<file path="config.mk">
export PLATFORM = sky130hd
export DESIGN_NAME = mfi_frame_index
export DESIGN_NICKNAME = d
export VERILOG_FILES = /design/src/rtl/mfi_pkg.sv /design/src/rtl/mfi_reg_port.sv /design/src/rtl/mfi_index_ctr.sv /design/src/rtl/mfi_sof_shadow.sv /design/src/rtl/mfi_list_addr.sv /design/src/rtl/mfi_frame_index.sv
export SDC_FILE = /design/constraint.sdc
export NUM_CORES = 1
export LEC_CHECK = 0
export BUFFER_PORTS_ARGS = -buffer_cell sky130_fd_sc_hd__buf_4
export CAP_MARGIN = 20
export CORE_ASPECT_RATIO = 1.25
export CORE_MARGIN = 10
export CORE_UTILIZATION = 45
export DETAILED_ROUTE_END_ITERATION = 6
export GPL_ROUTABILITY_DRIVEN = 0
export PLACE_DENSITY = 0.84
export SLEW_MARGIN = 20
export SYNTH_ARGS = -nofsm -noshare
export SYNTH_HDL_FRONTEND = slang
export SYNTH_SLANG_ARGS = --single-unit
</file>
<file path="constraint.sdc">
create_clock -name clk -period 3.3 [get_ports clk]
set_input_delay 0.33 -clock clk [delete_from_list [all_inputs] [get_ports clk]]
set_output_delay 0.33 -clock clk [all_outputs]
set_load 0.01 [all_outputs]
</file>
<file path="src/rtl/mfi_pkg.sv">
package mfi_pkg;
  localparam int REG_W  = 32;
  localparam int STRB_W = REG_W / 8;

  typedef enum logic [1:0] {
    CNT_HOLD = 2'd0,
    CNT_STEP = 2'd1,
    CNT_LOAD = 2'd2
  } cnt_op_e;
endpackage

</file>
<file path="src/rtl/mfi_reg_port.sv">
module mfi_reg_port
  import mfi_pkg::*;
#(
  parameter int IDX_W = 14
) (
  input  logic              clk,
  input  logic              rst_n,
  input  logic              uf_tick,
  input  logic              run_i,
  input  logic              halted_i,
  input  logic              reg_wr_en,
  input  logic [STRB_W-1:0] reg_wr_strb,
  input  logic [REG_W-1:0]  reg_wdata,
  input  logic [IDX_W-1:0]  idx_cur,
  output cnt_op_e           cnt_op,
  output logic [IDX_W-1:0]  load_val,
  output logic [REG_W-1:0]  reg_rdata
);
  localparam int PAD_W = REG_W - IDX_W;

  logic wr_ok;
  logic adv_ok;
  logic unused_hi;

  // A write counts only with every byte lane set, and only while halted.
  assign wr_ok     = reg_wr_en && (&reg_wr_strb) && halted_i;
  assign adv_ok    = uf_tick && run_i && !halted_i;
  assign load_val  = reg_wdata[IDX_W-1:0];
  assign unused_hi = ^reg_wdata[REG_W-1:IDX_W];
  assign reg_rdata = {{PAD_W{1'b0}}, idx_cur};

  always_comb begin
    cnt_op = CNT_HOLD;
    if (wr_ok)       cnt_op = CNT_LOAD;
    else if (adv_ok) cnt_op = CNT_STEP;
  end

  // the counters can never be loaded while the controller is running
  a_r7_no_load_running: assert property (@(posedge clk) disable iff (!rst_n)
    !halted_i |-> cnt_op != CNT_LOAD);
  // a partial-strobe request never loads the counters
  a_r8_partial_ignored: assert property (@(posedge clk) disable iff (!rst_n)
    (reg_wr_strb != {STRB_W{1'b1}}) |-> cnt_op != CNT_LOAD);
endmodule

</file>
<file path="src/rtl/mfi_index_ctr.sv">
module mfi_index_ctr
  import mfi_pkg::*;
#(
  parameter int IDX_W = 14
) (
  input  logic             clk,
  input  logic             rst_n,
  input  cnt_op_e          cnt_op,
  input  logic [IDX_W-1:0] load_val,
  output logic [IDX_W-1:0] idx_q
);
  logic [IDX_W-1:0] idx_d;
  logic             idx_en;

  always_comb begin
    idx_d  = idx_q;
    idx_en = 1'b0;
    case (cnt_op)
      CNT_STEP: begin idx_d = idx_q + 1'b1; idx_en = 1'b1; end
      CNT_LOAD: begin idx_d = load_val;     idx_en = 1'b1; end
      default:  begin idx_d = idx_q;        idx_en = 1'b0; end
    endcase
  end

  always_ff @(posedge clk or negedge rst_n) begin
    if (!rst_n)      idx_q <= '0;
    else if (idx_en) idx_q <= idx_d;
  end

  // an advance moves the index forward by exactly one (wrap included, R10)
  a_r3_step_one: assert property (@(posedge clk) disable iff (!rst_n)
    cnt_op == CNT_STEP |=> idx_q == $past(idx_q) + 1'b1);
  // no advance and no write means the index holds
  a_r3_hold: assert property (@(posedge clk) disable iff (!rst_n)
    cnt_op == CNT_HOLD |=> $stable(idx_q));
  // an accepted write lands in the index on the next cycle
  a_r6_load_idx: assert property (@(posedge clk) disable iff (!rst_n)
    cnt_op == CNT_LOAD |=> idx_q == $past(load_val));
endmodule

</file>
<file path="src/rtl/mfi_sof_shadow.sv">
module mfi_sof_shadow
  import mfi_pkg::*;
#(
  parameter int IDX_W = 14,
  parameter int SOF_W = 11
) (
  input  logic             clk,
  input  logic             rst_n,
  input  cnt_op_e          cnt_op,
  input  logic [IDX_W-1:0] load_val,
  input  logic [IDX_W-1:0] idx_cur,
  output logic [SOF_W-1:0] sof_q
);
  localparam int SUB_W = IDX_W - SOF_W;

  logic [SOF_W-1:0] sof_d;
  logic             sof_en;
  logic             at_first_uf;

  // The index is sitting at sub-frame 0, so the next step goes to 1.
  assign at_first_uf = (idx_cur[SUB_W-1:0] == '0);

  always_comb begin
    sof_d  = sof_q;
    sof_en = 1'b0;
    if (cnt_op == CNT_LOAD) begin
      sof_d  = load_val[IDX_W-1:SUB_W];
      sof_en = 1'b1;
    end else if (cnt_op == CNT_STEP && at_first_uf) begin
      sof_d  = sof_q + 1'b1;
      sof_en = 1'b1;
    end
  end

  always_ff @(posedge clk or negedge rst_n) begin
    if (!rst_n)      sof_q <= '0;
    else if (sof_en) sof_q <= sof_d;
  end

  // a step that starts from any other sub-frame leaves the shadow alone
  a_r5_no_step_mid: assert property (@(posedge clk) disable iff (!rst_n)
    (cnt_op == CNT_STEP && !at_first_uf) |=> $stable(sof_q));
  // leaving sub-frame 0 advances the shadow by one (wrap included, R10)
  a_r5_step_on_one: assert property (@(posedge clk) disable iff (!rst_n)
    (cnt_op == CNT_STEP && at_first_uf) |=> sof_q == $past(sof_q) + 1'b1);
  // a write reloads the shadow from the upper written bits
  a_r6_load_sof: assert property (@(posedge clk) disable iff (!rst_n)
    cnt_op == CNT_LOAD |=> sof_q == $past(load_val[IDX_W-1:SUB_W]));
endmodule

</file>
<file path="src/rtl/mfi_list_addr.sv">
module mfi_list_addr #(
  parameter int ADDR_W = 32,
  parameter int LIST_W = 10
) (
  input  logic [ADDR_W-1:0] base_i,
  input  logic [LIST_W-1:0] entry_i,
  output logic [ADDR_W-1:0] addr_o
);
  localparam int OFF_W = LIST_W + 2;

  logic [OFF_W-1:0] byte_off;

  assign byte_off = {entry_i, 2'b00};
  assign addr_o   = base_i + {{(ADDR_W-OFF_W){1'b0}}, byte_off};
endmodule

</file>
<file path="src/rtl/mfi_frame_index.sv">
module mfi_frame_index
  import mfi_pkg::*;
#(
  parameter int IDX_W  = 14,
  parameter int SOF_W  = 11,
  parameter int LIST_W = 10,
  parameter int ADDR_W = 32
) (
  input  logic              clk,
  input  logic              rst_n,
  input  logic              uf_tick,
  input  logic              run_i,
  input  logic              halted_i,
  input  logic              reg_wr_en,
  input  logic [STRB_W-1:0] reg_wr_strb,
  input  logic [REG_W-1:0]  reg_wdata,
  output logic [REG_W-1:0]  reg_rdata,
  input  logic [ADDR_W-1:0] list_base_i,
  output logic [IDX_W-1:0]  idx_o,
  output logic [SOF_W-1:0]  sof_o,
  output logic [ADDR_W-1:0] list_addr_o
);
  localparam int SUB_W = IDX_W - SOF_W;

  cnt_op_e          cnt_op;
  logic [IDX_W-1:0] load_val;
  logic [IDX_W-1:0] idx_q;
  logic [SOF_W-1:0] sof_q;

  mfi_reg_port #(.IDX_W(IDX_W)) u_port (
    .clk(clk), .rst_n(rst_n), .uf_tick(uf_tick), .run_i(run_i),
    .halted_i(halted_i), .reg_wr_en(reg_wr_en), .reg_wr_strb(reg_wr_strb),
    .reg_wdata(reg_wdata), .idx_cur(idx_q), .cnt_op(cnt_op),
    .load_val(load_val), .reg_rdata(reg_rdata)
  );

  mfi_index_ctr #(.IDX_W(IDX_W)) u_idx (
    .clk(clk), .rst_n(rst_n), .cnt_op(cnt_op), .load_val(load_val),
    .idx_q(idx_q)
  );

  mfi_sof_shadow #(.IDX_W(IDX_W), .SOF_W(SOF_W)) u_sof (
    .clk(clk), .rst_n(rst_n), .cnt_op(cnt_op), .load_val(load_val),
    .idx_cur(idx_q), .sof_q(sof_q)
  );

  mfi_list_addr #(.ADDR_W(ADDR_W), .LIST_W(LIST_W)) u_addr (
    .base_i(list_base_i), .entry_i(idx_q[SUB_W+LIST_W-1:SUB_W]),
    .addr_o(list_addr_o)
  );

  assign idx_o = idx_q;
  assign sof_o = sof_q;

  // the reserved upper read bits stay zero
  a_r2_upper_zero: assert property (@(posedge clk) disable iff (!rst_n)
    reg_rdata[REG_W-1:IDX_W] == '0);
endmodule

</file>
Word-level counts from Yosys, hierarchy flattened
Cells that the tools add are included.
Widths: inputs -> output; s select.
{"block": "op_classes", "add_sub_neg": 3, "n_eq_ne": 2, "mux": 8, "n_reduce_logical": 13}
{"op": "$add 32x12->32", "count": 1}
{"op": "$pmux 14 s2", "count": 1}
{"op": "$mux 11", "count": 2}
{"op": "$add 14x1->14 const B", "count": 1}
{"op": "$add 11x1->11 const B", "count": 1}
{"op": "$logic_and 1x1->1", "count": 5}
{"op": "$mux 1", "count": 4}
{"op": "$reduce_and 2->1", "count": 2}
{"op": "$reduce_and 4->1", "count": 1}
{"op": "$reduce_bool 2->1", "count": 2}
{"op": "$logic_not 3->1", "count": 1}
{"op": "$eq 2x1->1 const B", "count": 1}
{"op": "$eq 2x2->1 const B", "count": 1}
{"op": "$mux 2", "count": 1}
{"op": "$reduce_or 2->1", "count": 1}
{"op": "$logic_not 1->1", "count": 1}
{"block": "word_totals", "register_bits": 25, "input_bits": 74, "out_inout_bits": 89, "wordCells": 28}

Longest topological paths before layout
Gate-level depths: netlist of run 1.
{"block": "logic_depth", "depth_word": 9, "mapped_depth": 8, "mapped_depth_nobuf": 8}

Modules after synthesis
From an unflattened synthesis of run 1, not the netlist that was laid out.
{"block": "unflattened", "cells_unflattened": 348, "area_unflattened_um2": 2849.0}
{"mod": "mfi_index_ctr", "instances": 1, "cells_per_inst": 104, "area_each_um2": 933.4, "seq_area_each_um2": 350.3}
{"mod": "mfi_list_addr", "instances": 1, "cells_per_inst": 121, "area_each_um2": 879.6, "seq_area_each_um2": 0.0}
{"mod": "mfi_sof_shadow", "instances": 1, "cells_per_inst": 70, "area_each_um2": 658.1, "seq_area_each_um2": 275.3}
{"mod": "mfi_reg_port", "instances": 1, "cells_per_inst": 53, "area_each_um2": 377.9, "seq_area_each_um2": 0.0}

Worst setup path before layout of run 1
No wires, ideal clock.
{"block": "synth_timing", "kind": "register -> output", "from": "register u_idx.idx_q[3]", "to": "output list_addr_o[20]", "arrival_time_ps": 2175, "setup_slack_ps": 795, "path_stages_with_launch": 9, "n_path_buf": 0, "path_cell_list": "dfrtp_1 ha_1 inv_1 fa_1 nor2b_1 o2111ai_1 a21oi_2 o2111ai_1 xnor2_1"}
{"block": "synth_via", "elab_chain_cells": 1}
{"element": "start, declared", "line_no": "mfi_index_ctr.sv:10", "source": "output logic [IDX_W-1:0] idx_q"}
{"element": "start signal, assigned", "line_no": "mfi_index_ctr.sv:27", "source": "else if (idx_en) idx_q <= idx_d;"}
{"element": "$add 32x12->32", "line_no": "mfi_list_addr.sv:14", "source": "assign addr_o = base_i + {{(ADDR_W-OFF_W){1'b0}}, byte_off};"}
{"element": "end, declared", "line_no": "mfi_frame_index.sv:21", "source": "output logic [ADDR_W-1:0] list_addr_o"}
Every way passes these cells.

Worst setup path in the final report of run 1
{"block": "layout_timing", "from": "register u_idx.idx_q[3]", "to": "output list_addr_o[14]"}
Same word-level chain as after synthesis.

==> key figures, run 1 <==
Route
  • DR vias: 2515
  • Post-Route WL: 7.774 mm
  • Remaining antenna violation count: 0
  • Number of iterations in the first detailed-routing pass: 4
  • Average wire per standard cell: 16.10 um
  • Vias per cell: 5.207
  • DR iter-0 viols: 87
  • DRC errors left: 0

Layout
  • Reg area: 625.6 um^2
  • Multi-input logic area: 1695 um^2
  • Layout cell share with drive strength beyond 1: 33.65%
  • # diodes: 0
  • Commonest cells after routing, fill and taps aside: buf_4 (123), xnor2_1 (38), nor2_1 (34)
  • NumNets Final: 508
  • Fillers: 483
  • Area growth from synthesis to layout: 32.03%
  • Most common cell after layout, fill and taps aside: buf_4

Critical path
  • Critical Path Slowest Stage Cell: dfrtp_1
  • Stages on worst setup path: 9
  • WP data arrival: 2.71 ns
  • CP Max Fanout: 10
  • Critical Path Start Type: flop
  • Crit. End Element: primary output
  • Slowest Stage Delay on Critical Path: 0.49 ns
  • Worst path top cell family by delay: compound AO/OA/AOI/OAI gates
  • Worst path cell trace: ha_1 -> inv_1 -> fa_1 -> nor2b_1 -> o2111ai_1 -> a21oi_4 -> o211ai_1 -> xnor2_1 -> buf_4
  • Crit path required time: 2.97 ns
  • Setup CP Type: flop to primary output
  • CP bufs+invs: 2
  • R2R depth: 7

Floorplan
  • Num ports: 163
  • Starting Density: 47.07%
  • Die area: 9230 um^2
  • Chip Height: 104.9 um
  • Area of the core: 5518 um^2
  • Placement Rows: 30
  • Die Width: 87.96 um

CTS
  • Clk buf depth: 2
  • Num CTS Buffers: 3
  • Clock latency on the worst-skew pair: 0.27 ns
  • CTS sink cnt: 25
  • CTS Root Cell: clkbuf_8
  • H-tree depth: 1
  • CTS tree: built
  • Reg clk slew, reported paths: 0.09 ns

Synthesis
  • Avg Cell Area, Syn: 8.194 um^2
  • Number of synthesized register bits: 25
  • Synth area leader: dfrtp_1
  • Post-synthesis sequential area ratio: 24.08%
  • Top-area cell type share of the netlist area: 24.08%
  • Library cells used by synthesis: 50
  • Post-synth design cell area: 2597 um^2
  • Largest cells by area after synthesis: dfrtp_1 (24%), xnor2_1 (13%), buf_4 (9.8%), ha_1 (6.3%), a21oi_1 (5.8%)
  • Synth warn: 0
  • Cells after Synth: 317

STA
  • Fin crit share: 92.13%
  • Tmin final: 3.040 ns
  • Endpoints failing hold: 0
  • Fmax: 0.3289 GHz
  • Final Slew Violations: 0
  • Slew HR: 47.43%
  • Final Skew: 0.006978 ns
  • RSZ-0062 raised after global routing: false
  • Setup violators final: 0
  • Worst slew pin tran: 0.7833 ns
  • Total negative slack: 0 ns

Power and ir drop
  • Peak supply drop: 0.4408 mV
  • Power, Total: 2.159 mW
  • P_leak: 1.608 nW
  • Cell Pwr Density: 629.4 nW/um^2

Global routing
  • Gr ovfl total: 0
  • Antenna violations before repair: 0
  • Vias in the first global route: 2656
  • Gr usage total: 15.98%
  • Largest net degree at the start of global routing: 40
  • First-pass GRT wire length: 12.61 mm

Placed design
  • Post-DP HPWL: 6.417 mm
  • Port Buffers: 122

Job
  • Max cap viols: 0

Min path
  • Worst Hold Class: primary input to flop
  • Hold depth: 3

Status
  • Status: finished, final reports clean
sequential cells by signal, summed over array words and instances, names as in the netlist:
name         flops
u_sof.sof_q     11
u_idx.idx_q     14
path summary, 6_finish.rpt:
check / start / end / slack [ns]
min in group asynchronous: rst_n / u_sof.sof_q[4]$_DFFE_PN0P_ / 0.50
worst min-delay path: reg_wdata[8] / u_idx.idx_q[8]$_DFFE_PN0P_ / 0.31
max in group asynchronous: rst_n / u_idx.idx_q[3]$_DFFE_PN0P_ / 2.55
worst max-delay path: u_idx.idx_q[3]$_DFFE_PN0P_ / list_addr_o[14] / 0.26
worst min register to register: u_sof.sof_q[10]$_DFFE_PN0P_ / u_sof.sof_q[10]$_DFFE_PN0P_ / 0.59
worst max register to register: u_idx.idx_q[0]$_DFFE_PN0P_ / u_sof.sof_q[7]$_DFFE_PN0P_ / 1.44
metal layers:
| layer | global-route usage [%] | routed length [um] |
|---|---|---|
| met5 | 0 | 0 |
| met4 | 2.968 | 70 |
| met3 | 5.828 | 823 |
| met2 | 28.48 | 3942 |
| met1 | 17.45 | 2937 |
kinds of logic after synthesis:
group	after synthesis	synth area share, %
and+or+nand+nor	104	20.62
AOI/OAI and AO/OA	69	18.45
buffers and inverters	56	13.39
xor gates and xnor gates	46	15.51
DFF	25	24.08
adders and majority gates	14	7.033
muxes	2	0.7707
other	1	0.1444
cells in the mapped netlist (all sizes together):
library cell and n:
nand2 22, nand3 9, dfrtp 25, xor2 8
a21o 2, nor2 35, a31oi 1, fa 1
buf 37, xnor2 38, and3 9, a21boi 2
o21ai 8, and4 4, nor4 2, conb 1
ha 13, o2111ai 8, nand4 4, mux2i 2
nor3b 1, inv 13, o21a 2, and3b 1
a31o 2, nand4b 1, clkbuf 6, o211a 1
and2 2, or3 3, o41a 1, o211ai 11
nand3b 1, nand2b 2, a21oi 31, nor2b 3
nor3 5
area by class of cell:
type / count / share of cell area [%]
clock buffers: 3 / 1.204
repair buffers: 124 / 27.22
clock inverters: 1 / 0.1459
inverters: 13 / 1.423
well taps: 64 / 2.335
multi-input cells: 253 / 49.43
flip-flops and latches: 25 / 18.24
metrics by stage:
step                cell area [um^2]  instances  utilization (%)  hold slack [ns]  setup slack [ns]
finish                          3430        483            62.15           0.3142            0.2598
global placement                3366        478            61.00           0.2533            0.5220
CTS                             3422        483            62.02           0.3140            0.1652
detailed placement              3366        478            61.00           0.2564            0.4699
global route                    3430        483            62.15           0.3357           0.02460
floorplan                       2661        334                -          0.03441            0.7954
what timing repair did:
item / in CTS / in global routing
hold endpoints to repair: 25 / 0
resized for setup: 0 / 2
endpoints found under the setup margin: 0 / 5
hold buffers: 1 / 0
setup buffers: 0 / 0
worst reg2reg max path, stage by stage, from the launching register on:
cell      delay (ns)
dfrtp_1         0.47
inv_1           0.09
ha_1            0.19
nand2b_4        0.07
nor4_1          0.49
nand2_1         0.15
xor2_1          0.18
a21oi_1         0.15
report_power, final:
part / total, mW / internal [mW] / switching, mW
registers: 0.604 / 0.418 / 0.186
clock network: 0.186 / 0.0846 / 0.101
logic: 1.37 / 0.693 / 0.676
Note: power is estimated with default switching activity, not from simulation.
==> run 2, diff against run 1 <==
--- a/config.mk
+++ b/config.mk
@@ -5,6 +5,7 @@
 export SDC_FILE = /design/constraint.sdc
 export NUM_CORES = 1
 export LEC_CHECK = 0
+export ABC_AREA = 1
 export BUFFER_PORTS_ARGS = -buffer_cell sky130_fd_sc_hd__buf_4
 export CAP_MARGIN = 20
 export CORE_ASPECT_RATIO = 1.25
@@ -12,7 +13,7 @@
 export CORE_UTILIZATION = 45
 export DETAILED_ROUTE_END_ITERATION = 6
 export GPL_ROUTABILITY_DRIVEN = 0
-export PLACE_DENSITY = 0.84
+export PLACE_DENSITY = 0.79
 export SLEW_MARGIN = 20
 export SYNTH_ARGS = -nofsm -noshare
 export SYNTH_HDL_FRONTEND = slang
==> run 2 against run 1 <==
- register-to-register slack better by 0.22 ns
- clock power up 2%
- wire length up 36%
- largest power group unchanged
==> key figures, run 2 <==
Route
  • Number of iterations in the first detailed-routing pass: 5 (+1)
  • DR iter-0 viols: 134 (+54%)
  • Vias per cell: 5.065 (-2.7%)
  • Average wire per standard cell: 13.97 um (-13%)
  • M1 WL: 4.228 mm (+44%)
  • WL met3: 755 um (-8.3%)
  • DRC errors left: 0 (unchanged)
  • DR vias: 3824 (+52%)
  • Post-Route WL: 10.55 mm (+36%)
  • Remaining antenna violation count: 0 (unchanged)
  • Top sig layer: met4
  • Met2 WL: 5.336 mm (+35%)

STA
  • Total negative slack: 0 ns (unchanged)
  • Final Skew: 0.005226 ns (-0.001753 ns)
  • Setup violators final: 0 (unchanged)
  • RSZ-0062 raised after global routing: false
  • Fmax: 0.3565 GHz (+8.4%)
  • Final Slew Violations: 0 (unchanged)
  • Final WS setup: 0.4951 ns (+0.2353 ns)
  • Fin crit share: 85.00% (-7.1 points)
  • Tmin final: 2.805 ns (-0.2353 ns)
  • Endpoints failing hold: 0 (unchanged)

Synthesis
  • Library cells used by synthesis: 36 (-28%)
  • Most frequent cell after synthesis: nand2_1
  • Synth warn: 0 (unchanged)
  • Fraction of registers with async set/reset: 100.0% (unchanged)
  • Ys flop type: dfrtp_1
  • Avg Cell Area, Syn: 5.928 um^2 (-28%)
  • Number of synthesized register bits: 25 (unchanged)
  • Post-synth EDFFs: 0 (unchanged)
  • Top-area cell type share of the netlist area: 22.28% (-1.8 points)
  • Post-synth design cell area: 3319 um^2 (+28%)
  • Synth area leader: nand2_1
  • Cells after Synth: 560 (+77%)
  • Post-synthesis sequential area ratio: 18.85% (-5.2 points)
  • Commonest cells in the netlist: nand2_1 (197), inv_1 (84), nand3_1 (53)
  • Largest cells by area after synthesis: nand2_1 (22%), dfrtp_1 (19%), inv_1 (9.5%), nand3_1 (8.0%), buf_4 (7.9%)

Critical path
  • Critical Path Start Type: flop
  • Crit path required time: 2.97 ns (about the same)
  • Setup CP Type: flop to primary output
  • WP data arrival: 2.47 ns (-0.24 ns)
  • CP Max Fanout: 7 (-3)
  • Crit. End Element: primary output

Global routing
  • First-pass GRT wire length: 17.34 mm (+37%)
  • Gr usage total: 17.94% (+2.0 points)
  • Gr ovfl total: 0 (unchanged)
  • Antenna violations before repair: 0 (unchanged)
  • Vias in the first global route: 3908 (+47%)
  • Largest net degree at the start of global routing: 33 (-18%)

Layout
  • Reg area: 625.6 um^2 (unchanged)
  • # diodes: 0 (unchanged)
  • Biggest regs: u_idx.idx_q (14), u_sof.sof_q (11)
  • Commonest cells after routing, fill and taps aside: nand2_1 (197), buf_4 (122), inv_1 (84)
  • Layout cell share with drive strength beyond 1: 21.35% (-12 points)
  • Max reg flops: 14 (unchanged)
  • Most common cell after layout, fill and taps aside: nand2_1
  • Biggest register: u_idx.idx_q
  • Area growth from synthesis to layout: 25.48%
  • NumNets Final: 754 (+48%)
  • Multi-input logic area: 2130 um^2 (+26%)
  • Fillers: 705 (+46%)

CTS
  • CTS sink cnt: 25 (unchanged)
  • CTS Root Cell: clkbuf_8
  • Hold_buf cts: 1 (unchanged)
  • Post-CTS setup repair buffer count: 0 (unchanged)
  • CTS tree: built
  • Cts repair resizes: 0 (unchanged)
  • Clock latency on the worst-skew pair: 0.28 ns (about the same)
  • Reg clk slew, reported paths: 0.09 ns (about the same)
  • Clk buf depth: 2 (unchanged)
  • H-tree depth: 1 (unchanged)
  • Num CTS Buffers: 3 (unchanged)

Placed design
  • Port Buffers: 122 (unchanged)
  • Post-DP HPWL: 8.941 mm (+39%)
  • Setup slack after placement: 0.8101 ns (+0.3401 ns)

Status
  • Status: finished, final reports clean

Power and ir drop
  • Peak supply drop: 0.3572 mV (-19%)
  • P_leak: 2.397 nW (+49%)
  • Cell Pwr Density: 468.8 nW/um^2 (-26%)

Min path
  • Worst Hold Class: primary input to flop

Job
  • Max cap viols: 0 (unchanged)

Floorplan
  • Chip Height: 116.0 um (+11%)
  • Num ports: 163 (unchanged)
  • Placement Rows: 34 (+13%)
  • Area of the core: 7062 um^2 (+28%)
  • Die Width: 96.82 um (+10%)
  • Die area: 11230 um^2 (+22%)
  • Starting Density: 47.01% (-0.069 points)
==> run 2: through the flow <==
stage / utilization (%) / instance area [um^2] / power [mW] / hold slack, ns / std cells
after detailed placement: 58.20 / 4110 / 1.771 / 0.2539 / 750
after global placement: 58.20 / 4110 / 1.736 / 0.2595 / 750
final: 58.98 / 4165 / 1.953 / 0.2782 / 755
after floorplan: - / 3383 / 1.276 / 0.03441 / 577
after global routing: 58.98 / 4165 / 2.135 / 0.2856 / 755
after CTS: 58.98 / 4165 / 1.961 / 0.2766 / 755
==> run 2: area by class of cell <==
type	count	share of cell area (%)
multi-input combinational	426	51.13
timing repair buffer	123	22.23
sequential	25	15.02
inverter	87	7.840
tap	90	2.704
clock buffer	4	1.081
==> run 2: critical path: stages, from the launching register on <==
cell     delay, ns
dfrtp_1       0.46
ha_1          0.25
inv_1         0.06
fa_1          0.39
inv_1         0.09
nand3_1       0.07
nand3_1       0.17
nand3_1       0.09
nand3_1       0.27
nand2_1       0.09
nand2_1       0.07
nand2_1       0.04
buf_4         0.14
==> run 2: path summary, 6_finish.rpt <==
path | startpoint | to | slack (ns) | cells after the start
max | u_idx.idx_q[3]$_DFFE_PN0P_ | list_addr_o[30] | 0.50 | 12
min | reg_wdata[2] | u_idx.idx_q[2]$_DFFE_PN0P_ | 0.28 | 3
max reg2reg | u_idx.idx_q[1]$_DFFE_PN0P_ | u_idx.idx_q[10]$_DFFE_PN0P_ | 1.66 | 8
min reg2reg | u_sof.sof_q[0]$_DFFE_PN0P_ | u_sof.sof_q[0]$_DFFE_PN0P_ | 0.58 | 1
max in group asynchronous | rst_n | u_idx.idx_q[9]$_DFFE_PN0P_ | 2.56 | 2
min in group asynchronous | rst_n | u_idx.idx_q[7]$_DFFE_PN0P_ | 0.49 | 2
==> run 2: metal layers <==
| layer | GRT usage [%] | vias to the layer above |
|---|---|---|
| li1 | - | 1923 |
| met1 | 19.24 | 1721 |
| met2 | 34.11 | 161 |
| met3 | 3.693 | 19 |
| met4 | 6.305 | 0 |
| met5 | 0 | - |
==> run 2: where the power goes <==
part / internal [mW] / switching (mW) / total [mW]
clock network: 0.0867 / 0.103 / 0.190
registers: 0.403 / 0.159 / 0.562
logic: 0.546 / 0.655 / 1.20
==> run 2: cell families (layout without fill, tap and decap cells) <==
kind of cell / after synthesis / in the layout / share of synthesized area (%)
flip-flops: 25 / 25 / 18.85
other: 1 / 18 / 0.1130
AND/OR/NAND/NOR: 340 / 340 / 45.12
AO/OA/AOI/OAI: 37 / 37 / 7.011
adder cells (fa/ha/maj): 14 / 14 / 5.503
XOR/XNOR: 17 / 17 / 4.485
buffers and inverters: 126 / 214 / 18.92
==> run 3, diff against run 2 <==
==> constraint.sdc (replaced) <==
create_clock -name clk -period 2.61 [get_ports clk]
set_input_delay 0.261 -clock clk [delete_from_list [all_inputs] [get_ports clk]]
set_output_delay 0.261 -clock clk [all_outputs]
set_load 0.01 [all_outputs]
==> run 3 against run 2 <==
- combinational power up 31%
- global-route usage about the same
- core utilization up 0.83 points
- critical path depth down 5
- setup slack worse by 0.36 ns
- clock-buffer cell count down 1
- clock power up 27%
- final area up 1.4%
- register-to-register slack worse by 0.71 ns
- die area unchanged
- largest cell class unchanged
==> key figures, run 3 (same netlist as run 2, synthesis figures left out) <==
Status
  • Status: finished, final reports clean

Placed design
  • Post-DP HPWL: 9.069 mm (+1.4%)
  • Port Buffers: 122 (unchanged)
  • Placed Instances: 755 (+0.67%)

Global routing
  • Gr usage total: 17.90% (-0.039 points)
  • First-pass GRT wire length: 17.37 mm (+0.16%)
  • Gr ovfl total: 0 (unchanged)
  • Largest net degree at the start of global routing: 33 (unchanged)
  • Vias in the first global route: 3785 (-3.1%)
  • Antenna violations before repair: 0 (unchanged)

CTS
  • CTS sink cnt: 25 (unchanged)
  • Clk buf depth: 2 (unchanged)
  • H-tree depth: 1 (unchanged)
  • CTS tree: built
  • Clock latency on the worst-skew pair: 0.28 ns (about the same)
  • Num CTS Buffers: 3 (unchanged)
  • Reg clk slew, reported paths: 0.10 ns (about the same)
  • CTS Root Cell: clkbuf_8

STA
  • Final Slew Violations: 0 (unchanged)
  • Endpoints failing hold: 0 (unchanged)
  • Fmax: 0.4048 GHz
  • Total negative slack: 0 ns (unchanged)
  • Fin crit share: 94.65%
  • Worst slew pin tran: 0.5025 ns
  • Setup violators final: 0 (unchanged)
  • Slew HR: 66.25%
  • Tmin final: 2.470 ns
  • RSZ-0062 raised after global routing: false
  • Hold Worst Slack: 0.2066 ns (-0.07160 ns)
  • Final Skew: 0.007544 ns (+0.002319 ns)

Layout
  • Commonest cells after routing, fill and taps aside: nand2_1 (197), buf_4 (127), inv_1 (84)
  • Most common cell after layout, fill and taps aside: nand2_1
  • Biggest register: u_idx.idx_q
  • NumNets Final: 759 (+0.66%)
  • # diodes: 0 (unchanged)
  • Biggest regs: u_idx.idx_q (14), u_sof.sof_q (11)
  • Fillers: 705 (unchanged)
  • Layout cell share with drive strength beyond 1: 22.54% (+1.2 points)
  • Max reg flops: 14 (unchanged)
  • Area growth from synthesis to layout: 27.25%
  • Final cell count without fillers: 760 (+0.66%)

Power and ir drop
  • P_leak: 2.438 nW (+1.7%)
  • Cell Pwr Density: 591.8 nW/um^2 (+26%)
  • Power, Total: 2.500 mW (+28%)
  • Peak supply drop: 0.4108 mV (+15%)

Floorplan
  • Num ports: 163 (unchanged)
  • Starting Density: 47.01% (unchanged)
  • Die Width: 96.82 um (unchanged)
  • Placement Rows: 34 (unchanged)
  • Area of the core: 7062 um^2 (unchanged)
  • Die area: 11230 um^2 (unchanged)
  • Chip Height: 116.0 um (unchanged)

Critical path
  • Worst flop-to-flop path endpoint: u_idx.idx_q[10]$_DFFE_PN0P_
  • Reg2reg start: u_idx.idx_q[1]$_DFFE_PN0P_
  • R2R depth: 8 (unchanged)
  • CP startpoint: u_idx.idx_q[5]$_DFFE_PN0P_
  • Critical Path Start Type: flop
  • Worst setup endpoint: list_addr_o[13]
  • CP Max Fanout: 8 (+1)
  • WP data arrival: 2.21 ns (-0.26 ns)
  • Setup CP Type: flop to primary output
  • Crit path required time: 2.35 ns (-0.62 ns)
  • Crit. End Element: primary output
  • FF-to-FF setup slack: 0.95 ns (-0.71 ns)

Min path
  • Hold depth: 3 (unchanged)
  • Worst Hold Class: primary input to flop

Route
  • Vias per cell: 5.042 (-0.45%)
  • Remaining antenna violation count: 0 (unchanged)
  • DR vias: 3832 (+0.21%)
  • DR iter-0 viols: 114 (-15%)
  • Post-Route WL: 10.66 mm (+1.1%)
  • Average wire per standard cell: 14.03 um (+0.39%)
  • DRC errors left: 0 (unchanged)
  • Number of iterations in the first detailed-routing pass: 4 (-1)

Job
  • Max cap viols: 0 (unchanged)
[run 3: what timing repair did]
item                                   CTS  global route
setup buffers                            0             0
gates resized for setup                  1             3
cloned                                   0             0
endpoints found under the hold margin   25             0
hold buffers                             1             0
setup endpoints to repair                3            11
[run 3: how the worst min path moves through the flow]
stage,startpoint,endpoint,slack [ns]
CTS,reg_wdata[2],u_idx.idx_q[2]$_DFFE_PN0P_,0.21
detailed placement,rst_n,u_sof.sof_q[8]$_DFFE_PN0P_,0.19
floorplan,rst_n,u_idx.idx_q[0]$_DFFE_PN0P_,-0.03
global placement,rst_n,u_sof.sof_q[8]$_DFFE_PN0P_,0.19
finish,reg_wdata[2],u_idx.idx_q[2]$_DFFE_PN0P_,0.21
global route,reg_wdata[1],u_idx.idx_q[1]$_DFFE_PN0P_,0.22
[run 3: critical path: stages, from the launching register on]
cell     delay, ns
dfrtp_1       0.48
ha_1          0.40
or2_1         0.25
and2_1        0.19
nand3_1       0.09
nand3_2       0.17
xor2_1        0.20
buf_4         0.15
[run 3: through the flow]
| step | utilization, % | area (um^2) | setup slack [ns] |
|---|---|---|---|
| after floorplan | - | 3383 | 0.4935 |
| after global placement | 58.73 | 4148 | 0.3751 |
| after detailed placement | 58.73 | 4148 | 0.2895 |
| after CTS | 59.60 | 4209 | 0.07630 |
| after global routing | 59.82 | 4224 | 0.002195 |
| final | 59.82 | 4224 | 0.1397 |
[run 3: routing by layer]
| layer | track usage (%) | wire, um | vias up |
|---|---|---|---|
| li1 | - | - | 1933 |
| met1 | 19.59 | 4271 | 1740 |
| met2 | 34.87 | 5539 | 145 |
| met3 | 2.918 | 679 | 14 |
| met4 | 4.631 | 170 | 0 |
| met5 | 0 | 0 | - |
[run 3: layout make-up]
| type | instances | area, um^2 | area share, % |
|---|---|---|---|
| inverters | 87 | 326.6 | 7.731 |
| well taps | 90 | 112.6 | 2.666 |
| clock buffers | 3 | 41.29 | 0.9775 |
| clock inverters | 1 | 5.005 | 0.1185 |
| multi-input cells | 426 | 2150 | 50.89 |
| flip-flops and latches | 25 | 625.6 | 14.81 |
| repair buffers | 128 | 963.4 | 22.81 |
[run 3: power by group]
group	internal (mW)	switching, mW	total, mW
Sequential	0.510	0.177	0.687
Clock	0.107	0.133	0.241
Combinational	0.712	0.860	1.57
